File: src/rtl/jb_pkg.sv
package jb_pkg;
  typedef enum logic {
    TGT_EDGE = 1'b0,
    TGT_MID  = 1'b1
  } slip_tgt_e;
endpackage

File: src/rtl/jb_wr_path.sv
module jb_wr_path #(
  parameter int ADDR_W = 5,
  parameter int ADJ_W  = 12,
  parameter int DATA_W = 8
) (
  input  logic              clk_i,
  input  logic              rst_ni,
  input  logic              open_i,
  input  logic              valid_i,
  input  logic              pkt_start_i,
  input  logic [DATA_W-1:0] byte_i,
  input  logic              init_i,
  input  logic              pend_i,
  input  logic [ADDR_W-1:0] rd_i,
  input  logic [ADDR_W-1:0] lead_i,
  input  logic [ADDR_W-1:0] max_pdv_i,
  input  logic [ADJ_W-1:0]  adj_val_i,
  input  logic              sil_en_i,
  input  logic [DATA_W-1:0] sil_pat_i,
  output logic [ADDR_W-1:0] wr_q_o,
  output logic [ADDR_W-1:0] wr_next_o,
  output logic              act_o,
  output logic              first_o,
  output logic              apply_o,
  output logic              overrun_o,
  output logic [ADDR_W-1:0] adj_o,
  output logic              wr_en_o,
  output logic [ADDR_W-1:0] wr_addr_o
);
  localparam logic [ADDR_W-1:0] FULL_LVL = '1;
  localparam logic [ADDR_W-1:0] ONE      = {{(ADDR_W-1){1'b0}}, 1'b1};
  localparam logic signed [ADJ_W-1:0] ADJ_MAX = ADJ_W'((1 << ADDR_W) - 1);
  localparam logic signed [ADJ_W-1:0] ADJ_NEG = -ADJ_MAX;

  logic [ADDR_W-1:0] wr_q, lead_eff, base;

  always_comb begin
    lead_eff = (lead_i > max_pdv_i) ? max_pdv_i : lead_i;
    // clamp to +-(DEPTH-1), then reduce mod DEPTH
    if ($signed(adj_val_i) > ADJ_MAX)      adj_o = FULL_LVL;
    else if ($signed(adj_val_i) < ADJ_NEG) adj_o = ONE;
    else                                   adj_o = adj_val_i[ADDR_W-1:0];
    first_o = valid_i & pkt_start_i & ~init_i;
    apply_o = valid_i & pkt_start_i & init_i & pend_i;
    act_o   = valid_i & (init_i | pkt_start_i);
    if (first_o)      base = rd_i + lead_eff;
    else if (apply_o) base = wr_q + adj_o;
    else              base = wr_q;
    overrun_o = act_o & ((base - rd_i) == FULL_LVL);
    wr_en_o   = act_o & ~(sil_en_i & (byte_i == sil_pat_i));
    wr_addr_o = base;
    if (open_i)     wr_next_o = '0;
    else if (act_o) wr_next_o = base + ONE;
    else            wr_next_o = wr_q;
  end

  always_ff @(posedge clk_i or negedge rst_ni) begin
    if (!rst_ni) wr_q <= '0;
    else         wr_q <= wr_next_o;
  end

  assign wr_q_o = wr_q;

  AST_FIRST_LEAD: assert property (@(posedge clk_i) disable iff (!rst_ni)
    first_o |=> wr_q == $past(rd_i) + $past(lead_eff) + ONE);

endmodule

File: src/rtl/jb_rd_path.sv
module jb_rd_path
  import jb_pkg::*;
#(
  parameter int ADDR_W = 5
) (
  input  logic              clk_i,
  input  logic              rst_ni,
  input  logic              open_i,
  input  logic              tick_i,
  input  logic              init_i,
  input  logic [ADDR_W-1:0] wr_q_i,
  input  logic [ADDR_W-1:0] wr_next_i,
  input  logic              wr_act_i,
  input  logic              overrun_i,
  input  logic [1:0]        slip_mode_i,
  output logic [ADDR_W-1:0] rd_q_o,
  output logic [ADDR_W-1:0] lvl_o,
  output logic              rd_en_o,
  output logic              underrun_o
);
  localparam logic [ADDR_W-1:0] FULL_LVL = '1;
  localparam logic [ADDR_W-1:0] HALF_LVL = {1'b1, {(ADDR_W-1){1'b0}}};
  localparam logic [ADDR_W-1:0] ONE      = {{(ADDR_W-1){1'b0}}, 1'b1};

  logic [ADDR_W-1:0] rd_q, rd_next, tgt_u, tgt_o;
  slip_tgt_e         mode_u, mode_o;

  always_comb begin
    mode_u     = slip_tgt_e'(slip_mode_i[1]);
    mode_o     = slip_tgt_e'(slip_mode_i[0]);
    tgt_u      = (mode_u == TGT_MID) ? HALF_LVL : ONE;
    tgt_o      = (mode_o == TGT_MID) ? HALF_LVL : FULL_LVL;
    lvl_o      = wr_q_i - rd_q;
    rd_en_o    = tick_i & init_i & (lvl_o != '0);
    underrun_o = tick_i & init_i & (lvl_o == '0);
    if (open_i)          rd_next = '0;
    else if (overrun_i)  rd_next = wr_next_i - tgt_o;
    else if (underrun_o) rd_next = wr_q_i - tgt_u;
    else if (rd_en_o)    rd_next = rd_q + ONE;
    else                 rd_next = rd_q;
  end

  always_ff @(posedge clk_i or negedge rst_ni) begin
    if (!rst_ni) rd_q <= '0;
    else         rd_q <= rd_next;
  end

  assign rd_q_o = rd_q;

  AST_UNDER_TARGET: assert property (@(posedge clk_i) disable iff (!rst_ni)
    underrun_o && !wr_act_i |=> (wr_q_i - rd_q) == $past(tgt_u));
  AST_OVER_TARGET: assert property (@(posedge clk_i) disable iff (!rst_ni)
    overrun_i |=> (wr_q_i - rd_q) == $past(tgt_o));
  AST_NO_READ_BEFORE_INIT: assert property (@(posedge clk_i) disable iff (!rst_ni)
    !init_i && !open_i |=> rd_q == $past(rd_q));

endmodule

File: src/rtl/jb_dly_track.sv
module jb_dly_track #(
  parameter int ADDR_W = 5
) (
  input  logic              clk_i,
  input  logic              rst_ni,
  input  logic              open_i,
  input  logic              sample_i,
  input  logic [ADDR_W-1:0] lvl_i,
  input  logic              apply_i,
  input  logic [ADDR_W-1:0] adj_i,
  output logic [ADDR_W-1:0] min_o,
  output logic [ADDR_W-1:0] max_o
);
  logic [ADDR_W-1:0] min_q, max_q;

  always_ff @(posedge clk_i or negedge rst_ni) begin
    if (!rst_ni) begin
      min_q <= '1;
      max_q <= '0;
    end else if (open_i) begin
      min_q <= '1;
      max_q <= '0;
    end else if (apply_i) begin
      min_q <= min_q + adj_i;
      max_q <= max_q + adj_i;
    end else if (sample_i) begin
      if (lvl_i < min_q) min_q <= lvl_i;
      if (lvl_i > max_q) max_q <= lvl_i;
    end
  end

  assign min_o = min_q;
  assign max_o = max_q;

  AST_SHIFT_MIN: assert property (@(posedge clk_i) disable iff (!rst_ni)
    apply_i && !open_i |=> min_q == $past(min_q) + $past(adj_i));

endmodule

File: src/rtl/jb_playout_ctrl.sv
module jb_playout_ctrl #(
  parameter int ADDR_W = 5,
  parameter int ADJ_W  = 12,
  parameter int DATA_W = 8
) (
  input  logic              clk_i,
  input  logic              rst_ni,
  input  logic              open_i,
  input  logic [ADDR_W-1:0] lead_i,
  input  logic [ADDR_W-1:0] max_pdv_i,
  input  logic [1:0]        slip_mode_i,
  input  logic              slip_rep_en_i,
  input  logic              adj_req_i,
  input  logic [ADJ_W-1:0]  adj_val_i,
  input  logic              sil_en_i,
  input  logic [DATA_W-1:0] sil_pat_i,
  input  logic              cr_en_a_i,
  input  logic              cr_en_b_i,
  input  logic              byte_valid_i,
  input  logic              pkt_start_i,
  input  logic              timing_ref_i,
  input  logic [DATA_W-1:0] byte_i,
  output logic              wr_en_o,
  output logic [ADDR_W-1:0] wr_addr_o,
  output logic [DATA_W-1:0] wr_data_o,
  input  logic              frame_tick_i,
  output logic              rd_en_o,
  output logic [ADDR_W-1:0] rd_addr_o,
  output logic              fill_o,
  output logic              slip_under_o,
  output logic              slip_over_o,
  output logic              cr_ref_a_o,
  output logic              cr_ref_b_o,
  output logic              init_o,
  output logic              adj_pend_o,
  output logic [ADDR_W-1:0] dly_min_o,
  output logic [ADDR_W-1:0] dly_max_o
);
  logic              init_q, pend_q;
  logic              valid_w, tick_w, ref_w;
  logic [ADDR_W-1:0] wr_q, wr_next, rd_q, lvl, adj_w;
  logic              wr_act, first_pkt, apply, overrun, underrun, rd_en;

  assign valid_w = byte_valid_i & ~open_i;
  assign tick_w  = frame_tick_i & ~open_i;

  jb_wr_path #(.ADDR_W(ADDR_W), .ADJ_W(ADJ_W), .DATA_W(DATA_W)) i_wr (
    .clk_i, .rst_ni, .open_i,
    .valid_i(valid_w), .pkt_start_i, .byte_i,
    .init_i(init_q), .pend_i(pend_q), .rd_i(rd_q),
    .lead_i, .max_pdv_i, .adj_val_i, .sil_en_i, .sil_pat_i,
    .wr_q_o(wr_q), .wr_next_o(wr_next), .act_o(wr_act),
    .first_o(first_pkt), .apply_o(apply), .overrun_o(overrun),
    .adj_o(adj_w), .wr_en_o, .wr_addr_o
  );

  jb_rd_path #(.ADDR_W(ADDR_W)) i_rd (
    .clk_i, .rst_ni, .open_i,
    .tick_i(tick_w), .init_i(init_q),
    .wr_q_i(wr_q), .wr_next_i(wr_next), .wr_act_i(wr_act),
    .overrun_i(overrun), .slip_mode_i,
    .rd_q_o(rd_q), .lvl_o(lvl), .rd_en_o(rd_en), .underrun_o(underrun)
  );

  jb_dly_track #(.ADDR_W(ADDR_W)) i_dly (
    .clk_i, .rst_ni, .open_i,
    .sample_i(rd_en), .lvl_i(lvl), .apply_i(apply), .adj_i(adj_w),
    .min_o(dly_min_o), .max_o(dly_max_o)
  );

  always_ff @(posedge clk_i or negedge rst_ni) begin
    if (!rst_ni) begin
      init_q <= 1'b0;
      pend_q <= 1'b0;
    end else begin
      if (open_i)         init_q <= 1'b0;
      else if (first_pkt) init_q <= 1'b1;
      if (open_i)         pend_q <= 1'b0;
      else if (adj_req_i) pend_q <= 1'b1;
      else if (apply)     pend_q <= 1'b0;
    end
  end

  assign ref_w        = valid_w & pkt_start_i & timing_ref_i;
  assign wr_data_o    = byte_i;
  assign rd_en_o      = rd_en;
  assign rd_addr_o    = rd_q;
  assign fill_o       = tick_w & ~rd_en;
  assign slip_under_o = underrun & slip_rep_en_i;
  assign slip_over_o  = overrun & slip_rep_en_i;
  assign cr_ref_a_o   = ref_w & cr_en_a_i;
  assign cr_ref_b_o   = ref_w & cr_en_b_i;
  assign init_o       = init_q;
  assign adj_pend_o   = pend_q;

  AST_INIT_STICKY: assert property (@(posedge clk_i) disable iff (!rst_ni)
    init_q && !open_i |=> init_q);
  AST_PEND_CLEAR: assert property (@(posedge clk_i) disable iff (!rst_ni)
    apply && !adj_req_i |=> !pend_q);
  AST_OPEN_RESET: assert property (@(posedge clk_i) disable iff (!rst_ni)
    open_i |=> !init_q && !pend_q && rd_q == '0 && wr_q == '0);

endmodule

File: config.mk
export PLATFORM = sky130hd
export DESIGN_NAME = jb_playout_ctrl
export DESIGN_NICKNAME = d
export VERILOG_FILES = /design/src/rtl/jb_pkg.sv /design/src/rtl/jb_wr_path.sv /design/src/rtl/jb_rd_path.sv /design/src/rtl/jb_dly_track.sv /design/src/rtl/jb_playout_ctrl.sv
export SDC_FILE = /design/constraint.sdc
export NUM_CORES = 1
export LEC_CHECK = 0
export BUFFER_PORTS_ARGS = -buffer_cell sky130_fd_sc_hd__buf_2
export CAP_MARGIN = 20
export CORE_MARGIN = 2
export CORE_UTILIZATION = 45
export CTS_CLUSTER_DIAMETER = 30
export DETAILED_ROUTE_END_ITERATION = 10
export PLACE_DENSITY = 0.74
export SLEW_MARGIN = 20
export SYNTH_ARGS = -nofsm -noshare
export SYNTH_HDL_FRONTEND = slang
export SYNTH_HIERARCHICAL = 1
export SYNTH_SLANG_ARGS = --single-unit
File: constraint.sdc
create_clock -name clk_i -period 14.3 [get_ports clk_i]
set_clock_uncertainty 0.05 [all_clocks]
set_input_delay 2.86 -clock clk_i [delete_from_list [all_inputs] [get_ports clk_i]]
set_output_delay 2.86 -clock clk_i [all_outputs]
set_load 0.03 [all_outputs]
Yosys cells after proc, flatten, opt, wreduce, memory -nomap -nowiden
Index checks and enable logic that the tools add are counted.
{"block": "word_totals", "wordCells": 83, "regBits": 22}
{"block": "op_classes", "bitwise_logic": 24, "reduce_logical": 10, "eq_ne": 2, "muxes": 26, "add_sub_neg": 10, "n_lt_le_gt_ge": 5}
{"op": "two-way mux 5 bit", "n": 20}
{"op": "adder 5 bit", "n": 4}
{"op": "subtractor 5 bit", "n": 4}
{"op": "bitwise AND 1 bit", "n": 19}
{"op": "> comparator 12 x 6 -> 1 bit, second input constant", "n": 1}
{"op": "less-than comparator 12 x 6 -> 1 bit, second input constant", "n": 1}
{"op": "nonzero test 3 bit", "n": 4}
{"op": "adder 5 x 1 -> 5 bit, second input constant", "n": 2}
{"op": "> comparator 5 bit", "n": 2}
{"op": "== test 8 bit", "n": 1}
{"op": "== test 5 bit, second input constant", "n": 1}
{"op": "zero test 5 bit", "n": 1}
{"op": "less-than comparator 5 bit", "n": 1}
{"op": "two-way mux 1 bit", "n": 5}
{"op": "nonzero test 5 bit", "n": 1}
{"op": "two-way mux 4 bit", "n": 1}
{"op": "NOT 1 bit", "n": 4}
{"op": "AND reduction 2 bit", "n": 2}
{"op": "nonzero test 4 bit", "n": 1}
{"op": "nonzero test 2 bit", "n": 1}
{"op": "OR 1 bit", "n": 1}

Logic depth before layout (Yosys ltp)
{"block": "logic_depth", "depth_word": 13, "ltp_mapped": 22, "ltp_nobuf": 21}

Modules after synthesis
Netlist, hierarchy kept.
{"module": "jb_wr_path", "area_per_inst_um2": 1335.0, "n_inst": 1, "seq_area_each_um2": 125.1, "cells_per_inst": 166}
{"module": "jb_dly_track", "area_per_inst_um2": 1049.8, "n_inst": 1, "seq_area_each_um2": 256.5, "cells_per_inst": 121}
{"module": "jb_rd_path", "area_per_inst_um2": 789.5, "n_inst": 1, "seq_area_each_um2": 125.1, "cells_per_inst": 96}
{"module": "jb_playout_ctrl", "area_per_inst_um2": 186.4, "n_inst": 1, "seq_area_each_um2": 50.0, "cells_per_inst": 23}

Worst setup path before layout
No wires, ideal clock.
{"block": "synth_path", "path_kind": "input to output", "start": "input port max_pdv_i[4]", "end": "output port slip_over_o", "arrival_time_ps": 7274, "required_time_ps": 11390, "stages": 17, "path_slack_ps": 4116, "n_path_buf": 0, "cell_sequence": "inv_1 -> ha_1 -> nand4_2 -> or2_4 -> a21o_2 -> mux2_2 -> ha_1 -> inv_1 -> fa_1 -> o21ai_0 -> fa_1 -> a21o_1 -> a21oi_1 -> xor2_1 -> a21oi_1 -> nor4b_2 -> and2_1"}
{"block": "synth_via", "elab_chain_len": 8}
{"element": "start, declared", "line_no": "jb_playout_ctrl.sv:10", "text": "input logic [ADDR_W-1:0] max_pdv_i,"}
{"element": "> comparator 5 bit", "line_no": "jb_wr_path.sv:38", "text": "lead_eff = (lead_i > max_pdv_i) ? max_pdv_i : lead_i;"}
{"element": "two-way mux 5 bit", "line_no": "jb_wr_path.sv:38"}
{"element": "adder 5 bit", "line_no": "jb_wr_path.sv:46", "text": "if (first_o) base = rd_i + lead_eff;"}
{"element": "two-way mux 5 bit", "line_no": "jb_wr_path.sv:46"}
{"element": "via wr_addr_o[1]", "line_no": "jb_playout_ctrl.sv:24", "text": "output logic [ADDR_W-1:0] wr_addr_o,"}
{"element": "subtractor 5 bit", "line_no": "jb_wr_path.sv:49", "text": "overrun_o = act_o & ((base - rd_i) == FULL_LVL);"}
{"element": "== test 5 bit", "line_no": "jb_wr_path.sv:49"}
{"element": "bitwise AND 1 bit", "line_no": "jb_wr_path.sv:49"}
{"element": "via overrun", "line_no": "jb_playout_ctrl.sv:42", "text": "logic wr_act, first_pkt, apply, overrun, underrun, rd_en;"}
{"element": "bitwise AND 1 bit", "line_no": "jb_playout_ctrl.sv:90", "text": "assign slip_over_o = overrun & slip_rep_en_i;"}
{"element": "end, declared", "line_no": "jb_playout_ctrl.sv:31", "text": "output logic slip_over_o,"}
The timed path passes the listed nets, and every way through them passes these cells.

Worst setup path after layout
{"block": "layout_path", "start": "input port max_pdv_i[4]", "end": "output port slip_over_o"}
{"block": "layout_via", "elab_chain_len": 8}
{"element": "> comparator 5 bit", "line_no": "jb_wr_path.sv:38"}
{"element": "two-way mux 5 bit *", "line_no": "jb_wr_path.sv:38"}
{"element": "adder 5 bit *", "line_no": "jb_wr_path.sv:46"}
{"element": "two-way mux 5 bit *", "line_no": "jb_wr_path.sv:46"}
{"element": "subtractor 5 bit *", "line_no": "jb_wr_path.sv:49"}
{"element": "== test 5 bit *", "line_no": "jb_wr_path.sv:49"}
{"element": "bitwise AND 1 bit *", "line_no": "jb_wr_path.sv:49"}
{"element": "via overrun", "line_no": "jb_playout_ctrl.sv:42"}
{"element": "bitwise AND 1 bit *", "line_no": "jb_playout_ctrl.sv:90"}
The timed path passes the listed nets; every way through them passes the cells marked *.

==> flow_results.xml <==
<?xml version="1.0" encoding="UTF-8"?>
<metrics>
  <group name="outcome">
    <metric name="run_status" unit="">complete, no violations</metric>
  </group>
  <group name="placement">
    <metric name="io_buffer_count" unit="">88</metric>
    <metric name="hpwlAfterDp" unit="µm">7000</metric>
    <metric name="gpl.final_weighted_congestion" unit="">0.863</metric>
  </group>
  <group name="grt">
    <metric name="antenna_found_initial" unit="">0</metric>
    <metric name="global_route.overflow_total" unit="">0</metric>
    <metric name="track_usage" unit="%">20.9</metric>
    <metric name="grt_start_max_net_pins" unit="">25</metric>
    <metric name="number_of_global_route_vias_before_repair" unit="">3203</metric>
    <metric name="wire_length_of_the_first_global_routing_pass" unit="µm">14300</metric>
  </group>
  <group name="worst_setup_path">
    <metric name="critPathRequiredTime" unit="ns">11.39</metric>
    <metric name="worst_ep_arrival_time" unit="ns">7.37</metric>
    <metric name="setup_slack_of_the_worst_register_to_register_path" unit="ns">10.07</metric>
    <metric name="worst_setup_path_end_kind" unit="">output port</metric>
    <metric name="worst_setup_path_start_kind" unit="">input port</metric>
    <metric name="crit-reg2reg-launch" unit="">i_wr/wr_q_o[0]</metric>
    <metric name="crit_type" unit="">in -&gt; out</metric>
    <metric name="r2r_end" unit="">i_rd/rd_q_o[4]</metric>
    <metric name="r2r_cell_count" unit="">14</metric>
    <metric name="timing.critical_path.fanout_max" unit="">15</metric>
  </group>
  <group name="synthesis">
    <metric name="synthAdderAreaFrac" unit="%">21.3</metric>
    <metric name="synth_seq_cells" unit="">22</metric>
    <metric name="post_synth_xor_area_fraction" unit="%">8.86</metric>
    <metric name="synth_enable_flop_cells" unit="">0</metric>
    <metric name="yosysWarnings" unit="">6</metric>
    <metric name="synth-async-reset-ratio" unit="%">100</metric>
    <metric name="post-synth-top-area-cell" unit="">ha_1</metric>
    <metric name="synth_nets" unit="">511</metric>
    <metric name="postSynthCellCount" unit="">406</metric>
    <metric name="post_synth_and_or_nand_nor_area_fraction" unit="%">19.8</metric>
    <metric name="synth.area.mux_share" unit="%">2.87</metric>
    <metric name="synth_compound_area_share" unit="%">22.3</metric>
    <metric name="synth_top_family_by_area" unit="">compound AO/OA/AOI/OAI gates</metric>
    <metric name="netlist.area_leader.share" unit="%">17.1</metric>
    <metric name="netlist_area" unit="mm²">0.00336</metric>
    <metric name="synth.avg_cell_area" unit="µm²">8.28</metric>
    <metric name="most_common_flop_cell_mapped_by_yosys" unit="">dfrtp_1</metric>
    <metric name="ys_types" unit="">64</metric>
    <metric name="synth_seq_area_share" unit="%">16.6</metric>
    <metric name="top_cells_by_area_in_the_synthesized_netlist" unit="">ha_1 17%, dfrtp_1 13%, a21oi_1 6.7%, inv_1 4.9%, xnor2_1 4.7%</metric>
  </group>
  <group name="pwr">
    <metric name="leakagePower" unit="nW">1.98</metric>
    <metric name="finalPower" unit="mW">0.212</metric>
    <metric name="clock_power_share" unit="%">19.4</metric>
    <metric name="internal_power" unit="mW">0.127</metric>
    <metric name="power.density_cell_area" unit="mW/mm²">54.6</metric>
    <metric name="switchingPower" unit="mW">0.0850</metric>
    <metric name="power.combinational.fraction" unit="%">47.4</metric>
    <metric name="peakVddDrop" unit="µV">30.7</metric>
    <metric name="p_sw_share" unit="%">40.1</metric>
    <metric name="pwr-share-seq" unit="%">33.2</metric>
  </group>
  <group name="timing">
    <metric name="unrepaired_setup_endpoints_after_global_routing" unit="">no</metric>
    <metric name="max_freq" unit="MHz">97.3</metric>
    <metric name="worst_slew_margin_rel" unit="%">56.0</metric>
    <metric name="setup_violations" unit="">0</metric>
    <metric name="setup_tns" unit="ns">0</metric>
    <metric name="post-route-period-util" unit="%">71.9</metric>
    <metric name="finalHoldViolations" unit="">0</metric>
    <metric name="final-max-slew-violation-count" unit="">0</metric>
    <metric name="worst_pin_slew" unit="ns">0.657</metric>
    <metric name="layout_min_cycle_time" unit="ns">10.28</metric>
  </group>
  <group name="clocking">
    <metric name="tritoncts" unit="">built</metric>
    <metric name="cts.clk_slew.worst_paths" unit="ns">0.08</metric>
    <metric name="ctsHoldBuffers" unit="">0</metric>
    <metric name="ctsResizeCount" unit="">0</metric>
    <metric name="numCtsBuffers" unit="">3</metric>
    <metric name="ctsRootBufferMaster" unit="">clkbuf_8</metric>
    <metric name="htree_levels" unit="">1</metric>
    <metric name="post-cts-setup-buffer-count" unit="">0</metric>
    <metric name="clk_latency" unit="ns">0.26</metric>
    <metric name="clock_sinks" unit="">22</metric>
    <metric name="cts_buffer_depth" unit="">2</metric>
  </group>
  <group name="floorplanning">
    <metric name="initial_core_util" unit="%">46.3</metric>
    <metric name="core_area" unit="mm²">0.00725</metric>
    <metric name="die_h" unit="µm">90.4</metric>
    <metric name="die_w" unit="µm">90.4</metric>
    <metric name="floorplan.die_area" unit="mm²">0.00818</metric>
    <metric name="io-pin-count" unit="">89</metric>
    <metric name="floorplan.rows" unit="">31</metric>
  </group>
  <group name="drt">
    <metric name="finalWirelength" unit="µm">8510</metric>
    <metric name="dr.first_iter.drc_count" unit="">168</metric>
    <metric name="vias_per_cell" unit="">5.49</metric>
    <metric name="drt-pass1-iter-count" unit="">5</metric>
    <metric name="drt_drc_violations_left" unit="">0</metric>
    <metric name="routed_wire_length_per_instance" unit="µm">14.6</metric>
    <metric name="route.antenna.remaining_nets" unit="">0</metric>
    <metric name="routed-via-count" unit="">3214</metric>
  </group>
  <group name="cells_and_area">
    <metric name="n_antenna_cell" unit="">0</metric>
    <metric name="layout-drive-gt1-share" unit="%">27.2</metric>
    <metric name="finalNetCount" unit="">592</metric>
    <metric name="synthToLayoutAreaGrowth" unit="%">15.7</metric>
  </group>
  <group name="worst_hold_path">
    <metric name="min_to" unit="">i_dly/min_o[0]</metric>
    <metric name="holdCritPathClass" unit="">reg -&gt; reg</metric>
    <metric name="worst_hold_startpoint" unit="">i_dly/min_o[0]</metric>
    <metric name="worstHoldPathCells" unit="">2</metric>
  </group>
  <group name="flow_run">
    <metric name="cap_viol_max_count" unit="">0</metric>
  </group>
</metrics>
## Yosys cell counts, types with 3 or more instances
library cell / number
a211o_1: 3
a211oi_1: 5
a21o_1: 11
a21oi_1: 45
and2_1: 8
and3_1: 3
buf_4: 10
dfrtp_1: 17
dfstp_2: 5
fa_1: 7
ha_1: 46
inv_1: 44
mux2i_1: 6
nand2_1: 27
nand2b_1: 5
nand3_1: 8
nand4_1: 3
nand4_2: 3
nor2_1: 26
nor2b_1: 7
nor3_1: 8
o21a_1: 5
o21ai_0: 11
o21ai_1: 4
o21ai_2: 5
xnor2_1: 18
xor2_1: 16
## how the worst max path moves through the flow
stage                       startpoint          end  slack, ns  depth (start not counted)
final                     max_pdv_i[4]  slip_over_o       4.02                         19
after global routing      max_pdv_i[4]  slip_over_o       3.60                         19
after CTS                 max_pdv_i[4]  slip_over_o       3.74                         19
after detailed placement  max_pdv_i[4]  slip_over_o       3.77                         19
after global placement    max_pdv_i[4]  slip_over_o       3.96                         19
after floorplan           max_pdv_i[4]  slip_over_o       4.12                         17
## cells in the final DEF (no fill, tap or decap), drive strengths merged, types with 2 or more instances in the layout
master | Yosys | final
buf | 11 | 88
a21oi | 47 | 47
inv | 47 | 47
ha | 46 | 46
nand2 | 29 | 29
nor2 | 26 | 26
o21ai | 20 | 20
xnor2 | 18 | 18
dfrtp | 17 | 17
xor2 | 16 | 16
a21o | 12 | 12
and2 | 8 | 8
nor3 | 8 | 8
nand3 | 8 | 8
nor2b | 7 | 7
fa | 7 | 7
mux2i | 7 | 7
a211oi | 7 | 7
o21a | 6 | 6
nand4 | 6 | 6
or2 | 6 | 6
nand2b | 5 | 5
dfstp | 5 | 5
clkbuf | 1 | 4
and3 | 3 | 3
a211o | 3 | 3
a221oi | 3 | 3
nor4 | 3 | 3
a31oi | 2 | 2
and2b | 2 | 2
a311oi | 2 | 2
o31ai | 2 | 2
mux2 | 2 | 2
## metrics by stage
step | hold slack (ns) | util (%) | setup slack (ns) | std cells | instance area, µm²
2_1_floorplan | 0.499 | - | 4.12 | 406 | 3360
3_3_place_gp | 0.456 | 52.9 | 3.96 | 581 | 3830
3_5_place_dp | 0.459 | 52.9 | 3.77 | 581 | 3830
4_1_cts | 0.473 | 53.5 | 3.74 | 585 | 3880
5_1_grt | 0.497 | 53.6 | 3.60 | 585 | 3890
6_report | 0.476 | 53.6 | 4.02 | 585 | 3890
## cell type report
cell class | count | area [µm²]
Fill cell | 702 | 3360
Inverter | 48 | 188
Clock buffer | 4 | 45.0
Sequential cell | 22 | 557
Tap cell | 99 | 124
Multi-Input combinational cell | 324 | 2530
Timing Repair Buffer | 88 | 440
## critical path, stage by stage
cell and delay, ns:
buf_2 0.09, inv_1 0.06, ha_1 0.33, nand4_2 0.12
or2_4 0.27, a21o_2 0.24, mux2_2 0.23, ha_1 0.16
inv_1 0.06, fa_1 0.48, o21ai_0 0.25, fa_1 0.50
a21o_1 0.19, a21oi_1 0.16, xor2_1 0.21, a21oi_1 0.10
nor4b_4 0.65, and2_1 0.21, buf_2 0.19
## logic make-up after synthesis
logic type / after synthesis
compound gates: 111
buf+inv: 60
fa+ha+maj: 53
xor+xnor: 34
simple gates: 117
mux: 9
flops: 22
## state kept, by name, summed over array words and instances (netlist names)
name,cells
i_wr/wr_q_o,5
adj_pend_o,1
i_rd/rd_q_o,5
i_dly/max_o,5
i_dly/min_o,5
init_o,1
## power by group through the flow
stage          Sequential [mW]  Clock (mW)  Combinational, mW
2_1_floorplan           0.0749           0             0.0680
3_3_place_gp            0.0716           0             0.0962
3_5_place_dp            0.0717           0             0.0994
4_1_cts                 0.0705      0.0431             0.0999
5_1_grt                 0.0712      0.0455              0.111
6_report                0.0705      0.0411              0.101
## layer usage
layer,vias up,GRT usage (%),part of all wire [%]
met1,1502,27.4,45
met4,0,6.03,1.1
met5,-,0,0
met3,8,1.17,5.5
met2,120,37.0,49
li1,1584,-,-
Note: power is estimated with default switching activity, not from simulation.
